File: config.mk
export PLATFORM = sky130hd
export DESIGN_NAME = lpm_ctrl
export DESIGN_NICKNAME = d
export VERILOG_FILES = /design/src/rtl/lpm_pkg.sv /design/src/rtl/lpm_req_reg.sv /design/src/rtl/lpm_wake_qual.sv /design/src/rtl/lpm_settle_timer.sv /design/src/rtl/lpm_fsm.sv /design/src/rtl/lpm_ctrl.sv
export SDC_FILE = /design/constraint.sdc
export NUM_CORES = 1
export LEC_CHECK = 0
export BUFFER_PORTS_ARGS = -buffer_cell sky130_fd_sc_hd__buf_2
export CAP_MARGIN = 20
export CORE_AREA = 2 2 52 45
export DETAILED_ROUTE_END_ITERATION = 10
export DIE_AREA = 0 0 54 47
export PLACE_DENSITY = 0.81
export SLEW_MARGIN = 20
export SYNTH_ARGS = -nofsm -noshare
export SYNTH_HDL_FRONTEND = slang
export SYNTH_SLANG_ARGS = --single-unit
File: constraint.sdc
create_clock -name clk_i -period 2.16 [get_ports clk_i]
set_clock_uncertainty 0.05 [all_clocks]
set_input_delay 0.108 -clock clk_i [delete_from_list [all_inputs] [get_ports clk_i]]
set_output_delay 0.108 -clock clk_i [all_outputs]
set_load 0.005 [all_outputs]
File: src/rtl/lpm_pkg.sv
package lpm_pkg;
  localparam int IDLE_BIT = 0;
  localparam int PD_BIT   = 1;

  typedef enum logic [1:0] {
    LP_RUN    = 2'd0,
    LP_IDLE   = 2'd1,
    LP_DOWN   = 2'd2,
    LP_SETTLE = 2'd3
  } lp_state_e;

  typedef struct packed {
    logic cpu_en;
    logic per_en;
    logic osc_en;
  } clk_en_t;

  function automatic clk_en_t decode_clk(lp_state_e s);
    clk_en_t c;
    c.cpu_en = (s == LP_RUN);
    c.per_en = (s == LP_RUN) || (s == LP_IDLE);
    c.osc_en = (s != LP_DOWN);
    return c;
  endfunction
endpackage

File: src/rtl/lpm_req_reg.sv
module lpm_req_reg (
  input  logic       clk_i,
  input  logic       rst_ni,
  input  logic       wr_i,
  input  logic [1:0] wdata_i,
  input  logic       clr_i,
  output logic [1:0] bits_o
);
  logic [1:0] bits_q;

  always_ff @(posedge clk_i or negedge rst_ni) begin
    if (!rst_ni)     bits_q <= '0;
    else if (clr_i)  bits_q <= '0;
    else if (wr_i)   bits_q <= wdata_i;
  end

  assign bits_o = bits_q;
endmodule

File: src/rtl/lpm_wake_qual.sv
module lpm_wake_qual #(
  parameter int N_IRQ    = 8,
  parameter int N_EXT    = 2,
  parameter bit EXT_SYNC = 1'b0
) (
  input  logic             clk_i,
  input  logic             rst_ni,
  input  logic [N_IRQ-1:0] irq_pend_i,
  input  logic [N_EXT-1:0] ext_irq_i,
  input  logic             wake_en_i,
  input  logic             hw_rst_i,
  output logic             idle_wake_o,
  output logic             pd_src_o
);
  logic [N_EXT-1:0] ext_q;

  generate
    if (EXT_SYNC) begin : g_sync
      logic [N_EXT-1:0] s1_q, s2_q;
      always_ff @(posedge clk_i or negedge rst_ni) begin
        if (!rst_ni) begin
          s1_q <= '0;
          s2_q <= '0;
        end else begin
          s1_q <= ext_irq_i;
          s2_q <= s1_q;
        end
      end
      assign ext_q = s2_q;
    end else begin : g_direct
      logic unused_clk;
      assign unused_clk = clk_i ^ rst_ni;
      assign ext_q = ext_irq_i;
    end
  endgenerate

  // idle: any enabled pending interrupt; power-down: reset or qualified external line
  assign idle_wake_o = |irq_pend_i;
  assign pd_src_o    = hw_rst_i || (wake_en_i && (|ext_q));
endmodule

File: src/rtl/lpm_settle_timer.sv
module lpm_settle_timer #(
  parameter int CNT_W = 8
) (
  input  logic             clk_i,
  input  logic             rst_ni,
  input  logic             load_i,
  input  logic             run_i,
  input  logic [CNT_W-1:0] load_val_i,
  output logic             done_o
);
  logic [CNT_W-1:0] cnt_q;

  always_ff @(posedge clk_i or negedge rst_ni) begin
    if (!rst_ni)                    cnt_q <= '0;
    else if (load_i)                cnt_q <= load_val_i;
    else if (run_i && cnt_q != '0)  cnt_q <= cnt_q - 1'b1;
  end

  assign done_o = (cnt_q == '0);
endmodule

File: src/rtl/lpm_fsm.sv
module lpm_fsm
  import lpm_pkg::*;
(
  input  logic       clk_i,
  input  logic       rst_ni,
  input  logic       wr_i,
  input  logic [1:0] wdata_i,
  input  logic       hw_rst_i,
  input  logic       idle_wake_i,
  input  logic       pd_src_i,
  input  logic       tmr_done_i,
  output lp_state_e  state_o,
  output logic       tmr_load_o,
  output logic       req_wr_o,
  output logic       req_clr_o,
  output logic       resume_o,
  output logic       restart_o
);
  lp_state_e state_q, state_d;
  logic resume_q, resume_d, restart_q, restart_d;

  always_comb begin
    state_d    = state_q;
    tmr_load_o = 1'b0;
    req_wr_o   = 1'b0;
    req_clr_o  = 1'b0;
    resume_d   = 1'b0;
    restart_d  = 1'b0;
    unique case (state_q)
      LP_RUN: begin
        if (wr_i && !hw_rst_i) begin
          req_wr_o = 1'b1;
          if (wdata_i[PD_BIT])        state_d = LP_DOWN;
          else if (wdata_i[IDLE_BIT]) state_d = LP_IDLE;
        end
      end
      LP_IDLE: begin
        if (hw_rst_i) begin
          state_d   = LP_RUN;
          req_clr_o = 1'b1;
          restart_d = 1'b1;
        end else if (idle_wake_i) begin
          state_d   = LP_RUN;
          req_clr_o = 1'b1;
          resume_d  = 1'b1;
        end
      end
      LP_DOWN: begin
        if (pd_src_i) begin
          state_d    = LP_SETTLE;
          tmr_load_o = 1'b1;
        end
      end
      LP_SETTLE: begin
        if (!pd_src_i) begin
          state_d = LP_DOWN;
        end else if (tmr_done_i) begin
          state_d   = LP_RUN;
          req_clr_o = 1'b1;
          restart_d = hw_rst_i;
          resume_d  = !hw_rst_i;
        end
      end
      default: state_d = LP_RUN;
    endcase
  end

  always_ff @(posedge clk_i or negedge rst_ni) begin
    if (!rst_ni) begin
      state_q   <= LP_RUN;
      resume_q  <= 1'b0;
      restart_q <= 1'b0;
    end else begin
      state_q   <= state_d;
      resume_q  <= resume_d;
      restart_q <= restart_d;
    end
  end

  assign state_o   = state_q;
  assign resume_o  = resume_q;
  assign restart_o = restart_q;
endmodule

File: src/rtl/lpm_ctrl.sv
module lpm_ctrl
  import lpm_pkg::*;
#(
  parameter int N_IRQ    = 8,
  parameter int N_EXT    = 2,
  parameter int CNT_W    = 8,
  parameter bit EXT_SYNC = 1'b0
) (
  input  logic             clk_i,
  input  logic             rst_ni,
  input  logic             pcon_wr_i,
  input  logic [1:0]       pcon_wdata_i,
  input  logic             hw_rst_i,
  input  logic [N_IRQ-1:0] irq_pend_i,
  input  logic [N_EXT-1:0] ext_irq_i,
  input  logic             wake_en_i,
  input  logic [CNT_W-1:0] settle_cycles_i,
  output logic [1:0]       ctrl_bits_o,
  output logic             cpu_clk_en_o,
  output logic             periph_clk_en_o,
  output logic             osc_en_o,
  output logic             resume_irq_o,
  output logic             restart_o
);
  lp_state_e state;
  clk_en_t   clk_en;
  logic idle_wake, pd_src, tmr_done, tmr_load, req_wr, req_clr;

  lpm_wake_qual #(.N_IRQ(N_IRQ), .N_EXT(N_EXT), .EXT_SYNC(EXT_SYNC)) u_wake (
    .clk_i(clk_i), .rst_ni(rst_ni), .irq_pend_i(irq_pend_i), .ext_irq_i(ext_irq_i),
    .wake_en_i(wake_en_i), .hw_rst_i(hw_rst_i),
    .idle_wake_o(idle_wake), .pd_src_o(pd_src)
  );

  lpm_fsm u_fsm (
    .clk_i(clk_i), .rst_ni(rst_ni), .wr_i(pcon_wr_i), .wdata_i(pcon_wdata_i),
    .hw_rst_i(hw_rst_i), .idle_wake_i(idle_wake), .pd_src_i(pd_src),
    .tmr_done_i(tmr_done), .state_o(state), .tmr_load_o(tmr_load),
    .req_wr_o(req_wr), .req_clr_o(req_clr),
    .resume_o(resume_irq_o), .restart_o(restart_o)
  );

  lpm_settle_timer #(.CNT_W(CNT_W)) u_timer (
    .clk_i(clk_i), .rst_ni(rst_ni), .load_i(tmr_load),
    .run_i(state == LP_SETTLE), .load_val_i(settle_cycles_i), .done_o(tmr_done)
  );

  lpm_req_reg u_req (
    .clk_i(clk_i), .rst_ni(rst_ni), .wr_i(req_wr), .wdata_i(pcon_wdata_i),
    .clr_i(req_clr), .bits_o(ctrl_bits_o)
  );

  assign clk_en          = decode_clk(state);
  assign cpu_clk_en_o    = clk_en.cpu_en;
  assign periph_clk_en_o = clk_en.per_en;
  assign osc_en_o        = clk_en.osc_en;
endmodule

Word level (Yosys, flattened, before mapping) --
Index checks and enable logic that the tools add are counted.
Word-level totals: bits in writable memories 0, memories 0, ROM bits 0, bits in latches 0, register bits 14, output and inout port bits 7
Cells by class: $lt $le $gt $ge 0, divide/modulo/power cells 0, bitwise gates (word level) 0, shift operators 0, reductions and logical operators 14, multipliers 0, mux-type cells 30, eq/ne operators 9, add/subtract/negate cells 1
Operators by type and width (number):
- $mux 2 | 10
- $mux 8 | 2
- $mux 1 | 14
- $ne 3x3->1 const B | 3
- $logic_not 8->1 | 1
- $pmux 2 s4 | 1
- $reduce_bool 8->1 | 1
- $reduce_or 8->1 | 1
- $sub 8x1->8 const B | 1
- $pmux 1 s2 | 3
- $reduce_and 5->1 | 1
- $eq 2x2->1 const B | 2
- $ne 2x1->1 const B | 2
- $reduce_bool 2->1 | 2
- $logic_and 1x1->1 | 3
- $eq 2x1->1 const B | 1
- $logic_not 2->1 | 1
- $logic_or 1x1->1 | 2
- $ne 2x2->1 const B | 1
- $reduce_or 2->1 | 1
- $logic_not 1->1 | 1

Depth between registers and ports, before layout --
Gate-level depths: netlist of run 1.
depth in word-level cells 6, gate-level depth with buffers 6, mapped depth without buffers 5

Cells and area by module --
Synthesis of run 1 repeated with hierarchy kept, for this count alone.
Unflattened totals: cell total of the unflattened synthesis 95, area total of the unflattened synthesis 862.1 µm²
By module, submodules not included:
- lpm_settle_timer | cells an instance 58, times used 1, area an instance 528.0 µm², seq. area each 200.2 µm²
- lpm_fsm | cells an instance 22, times used 1, area an instance 209.0 µm², seq. area each 100.1 µm²
- lpm_req_reg | cells an instance 6, times used 1, area an instance 77.6 µm², seq. area each 50.0 µm²
- lpm_wake_qual | cells an instance 5, times used 1, area an instance 27.5 µm², seq. area each 0.0 µm²
- lpm_ctrl | cells an instance 4, times used 1, area an instance 20.0 µm², seq. area each 0.0 µm²

Least setup slack after synthesis of run 1 --
OpenSTA, ideal clock, no wires.
kind register to register, start register u_timer.cnt_q[0], end register u_timer.cnt_q[4], required time 2.028 ns, arrival time 1.737 ns, setup slack 0.291 ns, stages on the path, launching flop included 7, cells stage by stage dfrtp_1 -> inv_1 -> ha_1 -> or3b_1 -> buf_2 -> or4_1 -> a31oi_1
On the way: word-level cells in the longest chain between the ends 3, elaborated cells between the ends (all ways) 6, classes of those cells add/sub: 1; mux: 2; reduce/logical: 3
Ends and longest elaborated chain:
- start, declared | RTL line lpm_settle_timer.sv:11 | logic [CNT_W-1:0] cnt_q;
- start signal, assigned | RTL line lpm_settle_timer.sv:15 | else if (load_i) cnt_q <= load_val_i;
- start signal, assigned | RTL line lpm_settle_timer.sv:16 | else if (run_i && cnt_q != '0) cnt_q <= cnt_q - 1'b1;
- $sub 8x1->8 / $reduce_bool 8->1 (equally long branches) | RTL line lpm_settle_timer.sv:16
- $mux 8 / $logic_and 1x1->1 (equally long branches) | RTL line lpm_settle_timer.sv:16
- $mux 8 / $reduce_bool 2->1 (equally long branches)
Several ways; a longest one is shown, not always the timed one. The select of a mux whose other input is x is not followed. A chain may end at the register's enable or synchronous reset.

Worst setup path in the final report of run 1 --
Ends and elaborated chain as after synthesis.

==> impl_metrics.py, run 1 <==
metrics = {
    "synthesis": {
        "synth.yosys.seq_area_share_pct": 38.20,
        "flip_flop_and_latch_count_after_synthesis": 14,
        "synth_unique_cells": 41,
        "synth_nets": 124,
        "ys_warn_count": 0,
        "synthCells": 98,
        "synth_enable_flop_cells": 0,
        "ys_async_sr_fraction_pct": 100.0,
        "synthesized_area_divided_by_synthesized_cell_count_um2": 9.358,
        "syn_area_um2": 917.1,
        "synth_ff_type": "dfrtp_1",
    },
    "sta": {
        "final_max_slew_viol_count": 0,
        "rsz0062_at_grt": "false",
        "clock.fmax_mhz": 507.4,
        "max_slew.worst_pin.slew_ns": 0.7192,
        "final_worst_path_cycle_share_pct": 91.24,
        "layout_setup_ws_ns": 0.1891,
        "relSlewSlack_pct": 51.54,
        "setup_tns_ns": 0,
        "hold_violations": 0,
        "setup_viol": 0,
        "final_period_minus_worst_setup_slack_ns": 1.971,
        "hold_slack_ns": 0.04932,
    },
    "clock_tree": {
        "numCtsBuffers": 3,
        "worst_skew_pair.late_latency_ns": 0.28,
        "cts.htree.levels": 1,
        "post-cts-setup-buffers": 0,
        "cts-root-buf": "clkbuf_4",
        "cts.sinks": 14,
        "cells_resized_by_post_cts_repair": 0,
        "clk_pin_slew_worst_setup_hold_paths_ns": 0.08,
        "clock_tree.buffer_depth": 2,
        "cts_tree": "built",
        "ctsHoldBuffers": 1,
    },
    "power": {
        "vdd_ir_drop_max_v": 0.0004971,
        "power.static_leakage_nw": 0.4820,
        "design_power_total_mw": 0.8599,
        "power_density_nw_per_um2": 755.3,
    },
    "flow_run": {
        "max_cap_violations": 0,
    },
    "cells_and_area": {
        "final_area_um2": 1139,
        "num-fill-cells": 188,
        "diodes": 0,
        "multi_input_area_um2": 531.8,
        "layout-area-overhead-vs-synth_pct": 24.15,
        "final_net_count": 160,
        "fraction_of_final_layout_cells_sized_beyond_drive_strength_1_pct": 30.30,
        "seqCellArea_um2": 350.3,
    },
    "grt": {
        "track_usage_pct": 21.98,
        "grt_pass1_wl_um": 3981,
        "grt_pass1_vias": 892,
        "grt_remaining_overflow": 0,
        "antenna_found_initial": 0,
        "pin_count_of_the_biggest_net_entering_global_routing": 15,
    },
    "placed_design": {
        "port_buffers": 31,
        "gp_congestion": 0.8930,
        "dpl_cell_area_um2": 1106,
        "dp_hpwl_um": 1849,
        "detailedPlace.worstSlack_ns": 0.2026,
    },
    "route": {
        "drt-initial-drc-count": 34,
        "vias_per_instance": 6.561,
        "drtAntennaViolNets": 0,
        "firstDrtPassIters": 4,
        "drt-total-wl_um": 2414,
        "detail_route.wl_per_cell_um": 15.38,
        "drc_errors": 0,
        "vias": 1030,
    },
    "floorplan": {
        "core_box_area_um2": 2027,
        "fp-row-count": 15,
        "floorplan.die.height_um": 47,
        "initial_core_util_pct": 45.25,
        "chipWidth_um": 54,
        "ioPinCount": 32,
        "dieArea_um2": 2538,
    },
    "worst_setup_path": {
        "timing.critical_path.to_type": "flop",
        "worst-path-max-fanout": 7,
        "timing.critical_path.buf_inv": 1,
        "crit_chain": "inv_1 > ha_1 > or3b_1 > or4_1 > a31oi_1",
        "start_kind": "flop",
        "cp_data_arrival_time_ns": 2.13,
        "cp_slowest_cell": "or4_1",
        "worstPathRequired_ns": 2.32,
        "critPathTopFamily": "simple AND/OR/NAND/NOR gates",
        "critical_path.max_stage_delay_ns": 0.49,
        "path_class": "flop to flop",
    },
    "hold_path": {
        "worstHoldPathType": "input pin to flop",
    },
    "status": {
        "outcome": "completed",
    },
}
routing by layer:
| layer | global-route usage [%] | up-vias | share of wire (%) | wire length (µm) |
|---|---|---|---|---|
| met5 | 0 | - | 0 | 0 |
| met4 | 12.00 | 0 | 2.3 | 55 |
| met3 | 3.822 | 9 | 8.3 | 200 |
| met2 | 34.63 | 59 | 50 | 1201 |
| met1 | 29.08 | 482 | 40 | 957 |
| li1 | - | 480 | - | - |
cells by family (layout without fill, tap and decap cells):
kind of cell	after synthesis	in the layout	share of synthesized area (%)
adder cells (fa/ha/maj)	1	1	1.364
flip-flops	14	14	38.20
buffers and inverters	9	43	3.820
multiplexers	2	2	2.183
AO/OA/AOI/OAI	35	35	28.10
AND/OR/NAND/NOR	37	37	26.33
worst paths after layout:
kind                                          from  cells past startpoint  slack, ns               end
max in group asynchronous                   rst_ni                      2       1.62  u_timer.cnt_q[6]
worst min register to register     u_req.bits_o[1]                      2       0.56   u_req.bits_o[1]
worst min-delay path            settle_cycles_i[4]                      3       0.05  u_timer.cnt_q[4]
worst max register to register    u_timer.cnt_q[0]                      5       0.19  u_timer.cnt_q[4]
min in group asynchronous                   rst_ni                      2       0.20  u_timer.cnt_q[4]
worst max-delay path              u_timer.cnt_q[0]                      5       0.19  u_timer.cnt_q[4]
where the power goes:
group | leakage, nW | internal [mW] | switching (mW) | total (mW)
clock | 0.0138 | 0.0648 | 0.0838 | 0.149
sequential | 0.164 | 0.327 | 0.0945 | 0.422
combinational | 0.304 | 0.137 | 0.152 | 0.289
synthesized netlist by cell type (2+ instances only):
library cell | n | share of area, %
clkbuf_1 | 2 | 0.82
a21oi_1 | 4 | 2.2
nor4_1 | 8 | 5.5
nor3_1 | 6 | 3.3
or3_1 | 2 | 1.4
o21ai_0 | 5 | 2.7
a2111o_1 | 3 | 3.7
inv_1 | 5 | 2.0
nand4bb_1 | 2 | 2.5
nor2_1 | 4 | 1.6
dfrtp_1 | 14 | 38
o211ai_1 | 4 | 3.3
mux2i_1 | 2 | 2.2
nor3b_1 | 2 | 1.6
nand2_1 | 2 | 0.82
o31ai_1 | 2 | 1.6
a31oi_1 | 7 | 4.8
placed cells by master (no fill, tap or decap), types with 2 or more instances in the layout:
master / count
buf_2: 31
dfrtp_1: 14
nor4_1: 8
a31oi_1: 7
nor3_1: 6
inv_1: 5
o21ai_0: 5
nor2_1: 4
a21oi_1: 4
o211ai_1: 4
a2111o_1: 3
clkbuf_4: 3
nor3b_1: 2
nand2_1: 2
o31ai_1: 2
nand4bb_1: 2
or3_1: 2
mux2i_1: 2
buf_4: 2
area by class of cell:
class	count	share of cell area (%)
Multi-Input combinational cell	75	46.70
Sequential cell	14	30.77
Timing Repair Buffer	34	15.82
Tap cell	25	2.747
Clock buffer	3	1.978
Inverter	6	1.978
state kept, by name, indices dropped and copies added (netlist names):
register and cells:
u_fsm.restart_o 1, u_fsm.resume_o 1, u_req.bits_o 2, u_timer.cnt_q 8
u_fsm.state_o 2
tightest hold or removal path: stages:
cell and delay, ns:
buf_2 0.07, nor4_1 0.04, a31oi_1 0.12
stage by stage:
stage	util, %	instances
final	56.17	157
after global routing	56.17	157
after CTS	56.17	157
after detailed placement	54.57	153
after global placement	54.57	153
after floorplan	-	98
No activity file was read; power rests on OpenSTA's default activity.
==> inputs of run 2 (changes only) <==
--- a/config.mk
+++ b/config.mk
@@ -10,7 +10,7 @@
 export CORE_AREA = 2 2 52 45
 export DETAILED_ROUTE_END_ITERATION = 10
 export DIE_AREA = 0 0 54 47
-export PLACE_DENSITY = 0.81
+export PLACE_DENSITY_LB_ADDON = 0.2
 export SLEW_MARGIN = 20
 export SYNTH_ARGS = -nofsm -noshare
 export SYNTH_HDL_FRONTEND = slang
==> impl_metrics.py, run 2 (synthesis results as in run 1) <==
metrics = {
    "sta": {
        "hold_violations": 0,
        "max_slew.worst_pin.slew_ns": 0.7026,
        "relSlewSlack_pct": 52.66,
        "layout_setup_ws_ns": 0.1808,
        "clock.fmax_mhz": 505.2,
        "rsz0062_at_grt": "false",
        "setup_viol": 0,
        "setup_tns_ns": 0,
        "final_max_slew_viol_count": 0,
        "final_worst_path_cycle_share_pct": 91.63,
        "final_period_minus_worst_setup_slack_ns": 1.979,
    },
    "floorplan": {
        "fp-row-count": 15,
        "dieArea_um2": 2538,
        "initial_core_util_pct": 45.25,
        "core_box_area_um2": 2027,
        "floorplan.die.height_um": 47,
        "ioPinCount": 32,
        "chipWidth_um": 54,
    },
    "power": {
        "design_power_total_mw": 0.8533,
        "power.static_leakage_nw": 0.4820,
        "vdd_ir_drop_max_v": 0.0004250,
        "power_density_nw_per_um2": 749.5,
    },
    "flow_run": {
        "max_cap_violations": 0,
    },
    "cells_and_area": {
        "layout-area-overhead-vs-synth_pct": 24.15,
        "most_common_cell_after_layout_fill_and_taps_aside": "buf_2",
        "leading_cell_types_in_the_layout_fill_and_taps_excluded": "buf_2, dfrtp_1, nor4_1",
        "flip_flop_count_of_the_largest_register_all_copies_and_words_added": 8,
        "seqCellArea_um2": 350.3,
        "diodes": 0,
        "registers.top_by_ff_count": "u_timer.cnt_q",
        "multi_input_area_um2": 531.8,
        "fraction_of_final_layout_cells_sized_beyond_drive_strength_1_pct": 30.30,
        "final_net_count": 160,
        "final_instance_count_excl_fillers": 157,
        "num-fill-cells": 189,
    },
    "clock_tree": {
        "clk_pin_slew_worst_setup_hold_paths_ns": 0.08,
        "cts.htree.levels": 1,
        "cts_tree": "built",
        "post-cts-setup-buffers": 0,
        "numCtsBuffers": 3,
        "clock_tree.buffer_depth": 2,
        "cts.sinks": 14,
        "worst_skew_pair.late_latency_ns": 0.28,
        "cells_resized_by_post_cts_repair": 0,
        "ctsHoldBuffers": 1,
        "cts-root-buf": "clkbuf_4",
    },
    "worst_setup_path": {
        "worstPathRequired_ns": 2.32,
        "timing.critical_path.to_type": "flop",
        "start_kind": "flop",
        "path_class": "flop to flop",
        "cp_data_arrival_time_ns": 2.14,
        "worst-path-max-fanout": 7,
    },
    "placed_design": {
        "port_buffers": 31,
        "placed_cells_incl_taps": 153,
        "gp_congestion": 0.8921,
        "dp_hpwl_um": 1746,
        "detailedPlace.worstSlack_ns": 0.2041,
    },
    "hold_path": {
        "worstHoldPathType": "input pin to flop",
    },
    "route": {
        "firstDrtPassIters": 4,
        "drt-initial-drc-count": 27,
        "vias_per_instance": 6.134,
        "drc_errors": 0,
        "vias": 963,
        "drt-total-wl_um": 2336,
        "detail_route.wl_per_cell_um": 14.88,
        "drtAntennaViolNets": 0,
    },
    "grt": {
        "grt_pass1_wl_um": 3753,
        "grt_remaining_overflow": 0,
        "track_usage_pct": 20.77,
        "pin_count_of_the_biggest_net_entering_global_routing": 15,
        "grt_pass1_vias": 810,
        "antenna_found_initial": 0,
    },
    "status": {
        "outcome": "completed",
    },
}
run 2: layer usage:
metal / part of all wire, % / wire (µm) / GRT usage (%)
met4: 0.43 / 10 / 3.000
met2: 46 / 1083 / 31.22
met3: 9.4 / 219 / 6.688
met1: 44 / 1023 / 29.94
met5: 0 / 0 / 0
run 2: final timing paths:
check | from | depth (start not counted) | endpoint | slack [ns]
min in group asynchronous | rst_ni | 2 | u_fsm.state_o[0] | 0.20
worst min register to register | u_req.bits_o[0] | 2 | u_req.bits_o[0] | 0.54
worst max-delay path | u_timer.cnt_q[0] | 5 | u_timer.cnt_q[4] | 0.18
max in group asynchronous | rst_ni | 2 | u_timer.cnt_q[7] | 1.61
worst max register to register | u_timer.cnt_q[0] | 5 | u_timer.cnt_q[4] | 0.18
worst min-delay path | settle_cycles_i[3] | 3 | u_timer.cnt_q[3] | 0.05
run 2: worst max-delay path, cell delays in order (launching register included):
cell	delay, ns
dfrtp_1	0.40
inv_1	0.08
ha_1	0.23
or3b_1	0.48
or4_1	0.50
a31oi_1	0.16
run 2: layout make-up:
| cell class | count | area share [%] |
|---|---|---|
| well taps | 25 | 2.747 |
| flip-flops and latches | 14 | 30.77 |
| multi-input cells | 75 | 46.70 |
| inverters | 6 | 1.978 |
| clock buffers | 3 | 1.978 |
| repair buffers | 34 | 15.82 |
run 2: where the power goes:
group	switching (mW)	total (mW)	internal (mW)	leakage, nW
Sequential	0.0947	0.422	0.327	0.164
Clock	0.0833	0.148	0.0648	0.0138
Combinational	0.146	0.283	0.137	0.304
Total	0.324	0.853	0.529	0.482
run 2: per-stage QoR:
step	cell area (µm²)	util (%)	hold slack, ns
finish	1139	56.17	0.04809
global route	1139	56.17	0.07308
CTS	1139	56.17	0.04321
detailed placement	1106	54.57	-0.02326
global placement	1106	54.57	-0.02564
floorplan	917.1	-	-0.2376
==> inputs of run 3 (changes only) <==
--- a/config.mk
+++ b/config.mk
@@ -11,6 +11,7 @@
 export DETAILED_ROUTE_END_ITERATION = 10
 export DIE_AREA = 0 0 54 47
 export PLACE_DENSITY_LB_ADDON = 0.2
+export REMOVE_ABC_BUFFERS = 1
 export SLEW_MARGIN = 20
 export SYNTH_ARGS = -nofsm -noshare
 export SYNTH_HDL_FRONTEND = slang
==> impl_metrics.py, run 3 (synthesis results as in run 1) <==
metrics = {
    "status": {
        "outcome": "completed",
    },
    "clock_tree": {
        "numCtsBuffers": 3,
        "cts-root-buf": "clkbuf_4",
        "cells_resized_by_post_cts_repair": 0,
        "ctsHoldBuffers": 1,
        "cts_tree": "built",
        "worst_skew_pair.late_latency_ns": 0.29,
        "post-cts-setup-buffers": 0,
        "cts.htree.levels": 1,
        "clock_tree.buffer_depth": 2,
        "cts.sinks": 14,
        "clk_pin_slew_worst_setup_hold_paths_ns": 0.09,
    },
    "worst_setup_path": {
        "path_class": "flop to flop",
        "worst-path-max-fanout": 7,
        "cells_on_worst_reg2reg_path": 5,
        "cp_slowest_cell": "or3b_1",
        "worst_r2r_endpoint": "u_timer.cnt_q[4]",
        "critical_path.max_stage_delay_ns": 0.51,
        "crit_chain": "inv_1 > ha_1 > or3b_1 > or4_1 > a31oi_1",
        "timing.critical_path.to_type": "flop",
        "start_kind": "flop",
        "timing.rr.start": "u_timer.cnt_q[0]",
        "cp_data_arrival_time_ns": 2.20,
        "worstPathRequired_ns": 2.33,
        "critPathTopFamily": "simple AND/OR/NAND/NOR gates",
        "timing.critical_path.buf_inv": 1,
        "worst-r2r-setup-slack_ns": 0.13,
    },
    "flow_run": {
        "max_cap_violations": 0,
    },
    "grt": {
        "track_usage_pct": 23.38,
        "grt_pass1_vias": 854,
        "pin_count_of_the_biggest_net_entering_global_routing": 15,
        "grt_pass1_wl_um": 4084,
        "grt_remaining_overflow": 0,
        "antenna_found_initial": 0,
    },
    "sta": {
        "max_slew.worst_pin.slew_ns": 0.7969,
        "final_worst_path_cycle_share_pct": 93.95,
        "setup_viol": 0,
        "relSlewSlack_pct": 46.31,
        "hold_violations": 0,
        "final_max_slew_viol_count": 0,
        "rsz0062_at_grt": "false",
        "setup_tns_ns": 0,
        "clock.fmax_mhz": 492.8,
        "final_period_minus_worst_setup_slack_ns": 2.029,
    },
    "hold_path": {
        "min-delay-start": "settle_cycles_i[7]",
        "endpoint_of_the_worst_hold_path": "u_timer.cnt_q[7]",
        "hold-path-cell-count": 3,
        "worstHoldPathType": "input pin to flop",
    },
    "cells_and_area": {
        "final_instance_count_excl_fillers": 157,
        "leading_cell_types_in_the_layout_fill_and_taps_excluded": "buf_2, dfrtp_1, nor4_1",
        "most_common_cell_after_layout_fill_and_taps_aside": "buf_2",
        "layout-area-overhead-vs-synth_pct": 24.15,
        "num-fill-cells": 205,
        "final_net_count": 160,
        "registers.top_by_ff_count": "u_timer.cnt_q",
        "fraction_of_final_layout_cells_sized_beyond_drive_strength_1_pct": 30.30,
        "flip_flop_count_of_the_largest_register_all_copies_and_words_added": 8,
        "diodes": 0,
    },
    "floorplan": {
        "chipWidth_um": 54,
        "initial_core_util_pct": 45.25,
        "dieArea_um2": 2538,
        "fp-row-count": 15,
        "floorplan.die.height_um": 47,
        "ioPinCount": 32,
        "core_box_area_um2": 2027,
    },
    "route": {
        "drt-initial-drc-count": 24,
        "vias": 966,
        "detail_route.wl_per_cell_um": 16.00,
        "drc_errors": 0,
        "vias_per_instance": 6.153,
        "firstDrtPassIters": 4,
        "drtAntennaViolNets": 0,
        "drt-total-wl_um": 2512,
    },
    "placed_design": {
        "dp_hpwl_um": 1830,
        "placed_cells_incl_taps": 153,
        "port_buffers": 31,
        "gp_congestion": 0.8453,
    },
    "power": {
        "power.static_leakage_nw": 0.4820,
        "vdd_ir_drop_max_v": 0.0004963,
        "power_density_nw_per_um2": 761.6,
    },
}
[run 3: worst max path at each step]
stage,from,end,slack [ns],cells after the start
final,u_timer.cnt_q[0],u_timer.cnt_q[4],0.13,5
after global routing,u_timer.cnt_q[0],u_timer.cnt_q[4],0.04,5
after CTS,u_timer.cnt_q[0],u_timer.cnt_q[4],0.15,5
after detailed placement,u_timer.cnt_q[0],u_timer.cnt_q[4],0.19,5
after global placement,u_timer.cnt_q[0],u_timer.cnt_q[4],0.23,5
after floorplan,u_timer.cnt_q[0],u_timer.cnt_q[4],0.32,5
[run 3: power breakdown]
group	total [mW]	leakage, nW	switching (mW)	internal [mW]
combinational	0.294	0.304	0.157	0.138
clock	0.153	0.0138	0.0882	0.0649
sequential	0.420	0.164	0.0923	0.327
total	0.867	0.482	0.337	0.530
[run 3: per-stage QoR]
| stage | area (µm²) | utilization [%] | hold slack, ns | worst slack, ns | power [mW] |
|---|---|---|---|---|---|
| 4_1_cts | 1139 | 56.17 | 0.04858 | 0.1529 | 0.8674 |
| 3_5_place_dp | 1106 | 54.57 | -0.02343 | 0.1900 | 0.7089 |
| 6_report | 1139 | 56.17 | 0.04735 | 0.1306 | 0.8672 |
| 2_1_floorplan | 904.6 | - | -0.2376 | 0.3173 | 0.5999 |
| 5_1_grt | 1139 | 56.17 | 0.06062 | 0.03695 | 0.9359 |
| 3_3_place_gp | 1106 | 54.57 | -0.02528 | 0.2348 | 0.7014 |
[run 3: worst register-to-register path, stage by stage, from the launching register on]
cell	delay, ns
dfrtp_1	0.39
inv_1	0.09
ha_1	0.26
or3b_1	0.51
or4_1	0.50
a31oi_1	0.16
[run 3: area by class of cell]
| class | instances | area [µm²] | area share, % |
|---|---|---|---|
| clock buffer | 3 | 22.52 | 1.978 |
| inverter | 6 | 22.52 | 1.978 |
| multi-input combinational | 75 | 531.8 | 46.70 |
| sequential | 14 | 350.3 | 30.77 |
| tap | 25 | 31.28 | 2.747 |
| timing repair buffer | 34 | 180.2 | 15.82 |
[run 3: layer usage]
layer / part of all wire (%) / routed length, µm / up-vias / GRT usage [%]
met2: 49 / 1227 / 29 / 36.83
met1: 45 / 1136 / 458 / 32.42
met4: 0.68 / 17 / 0 / 4.500
li1: - / - / 475 / -
met5: 0 / 0 / - / 0
met3: 5.1 / 129 / 4 / 6.688
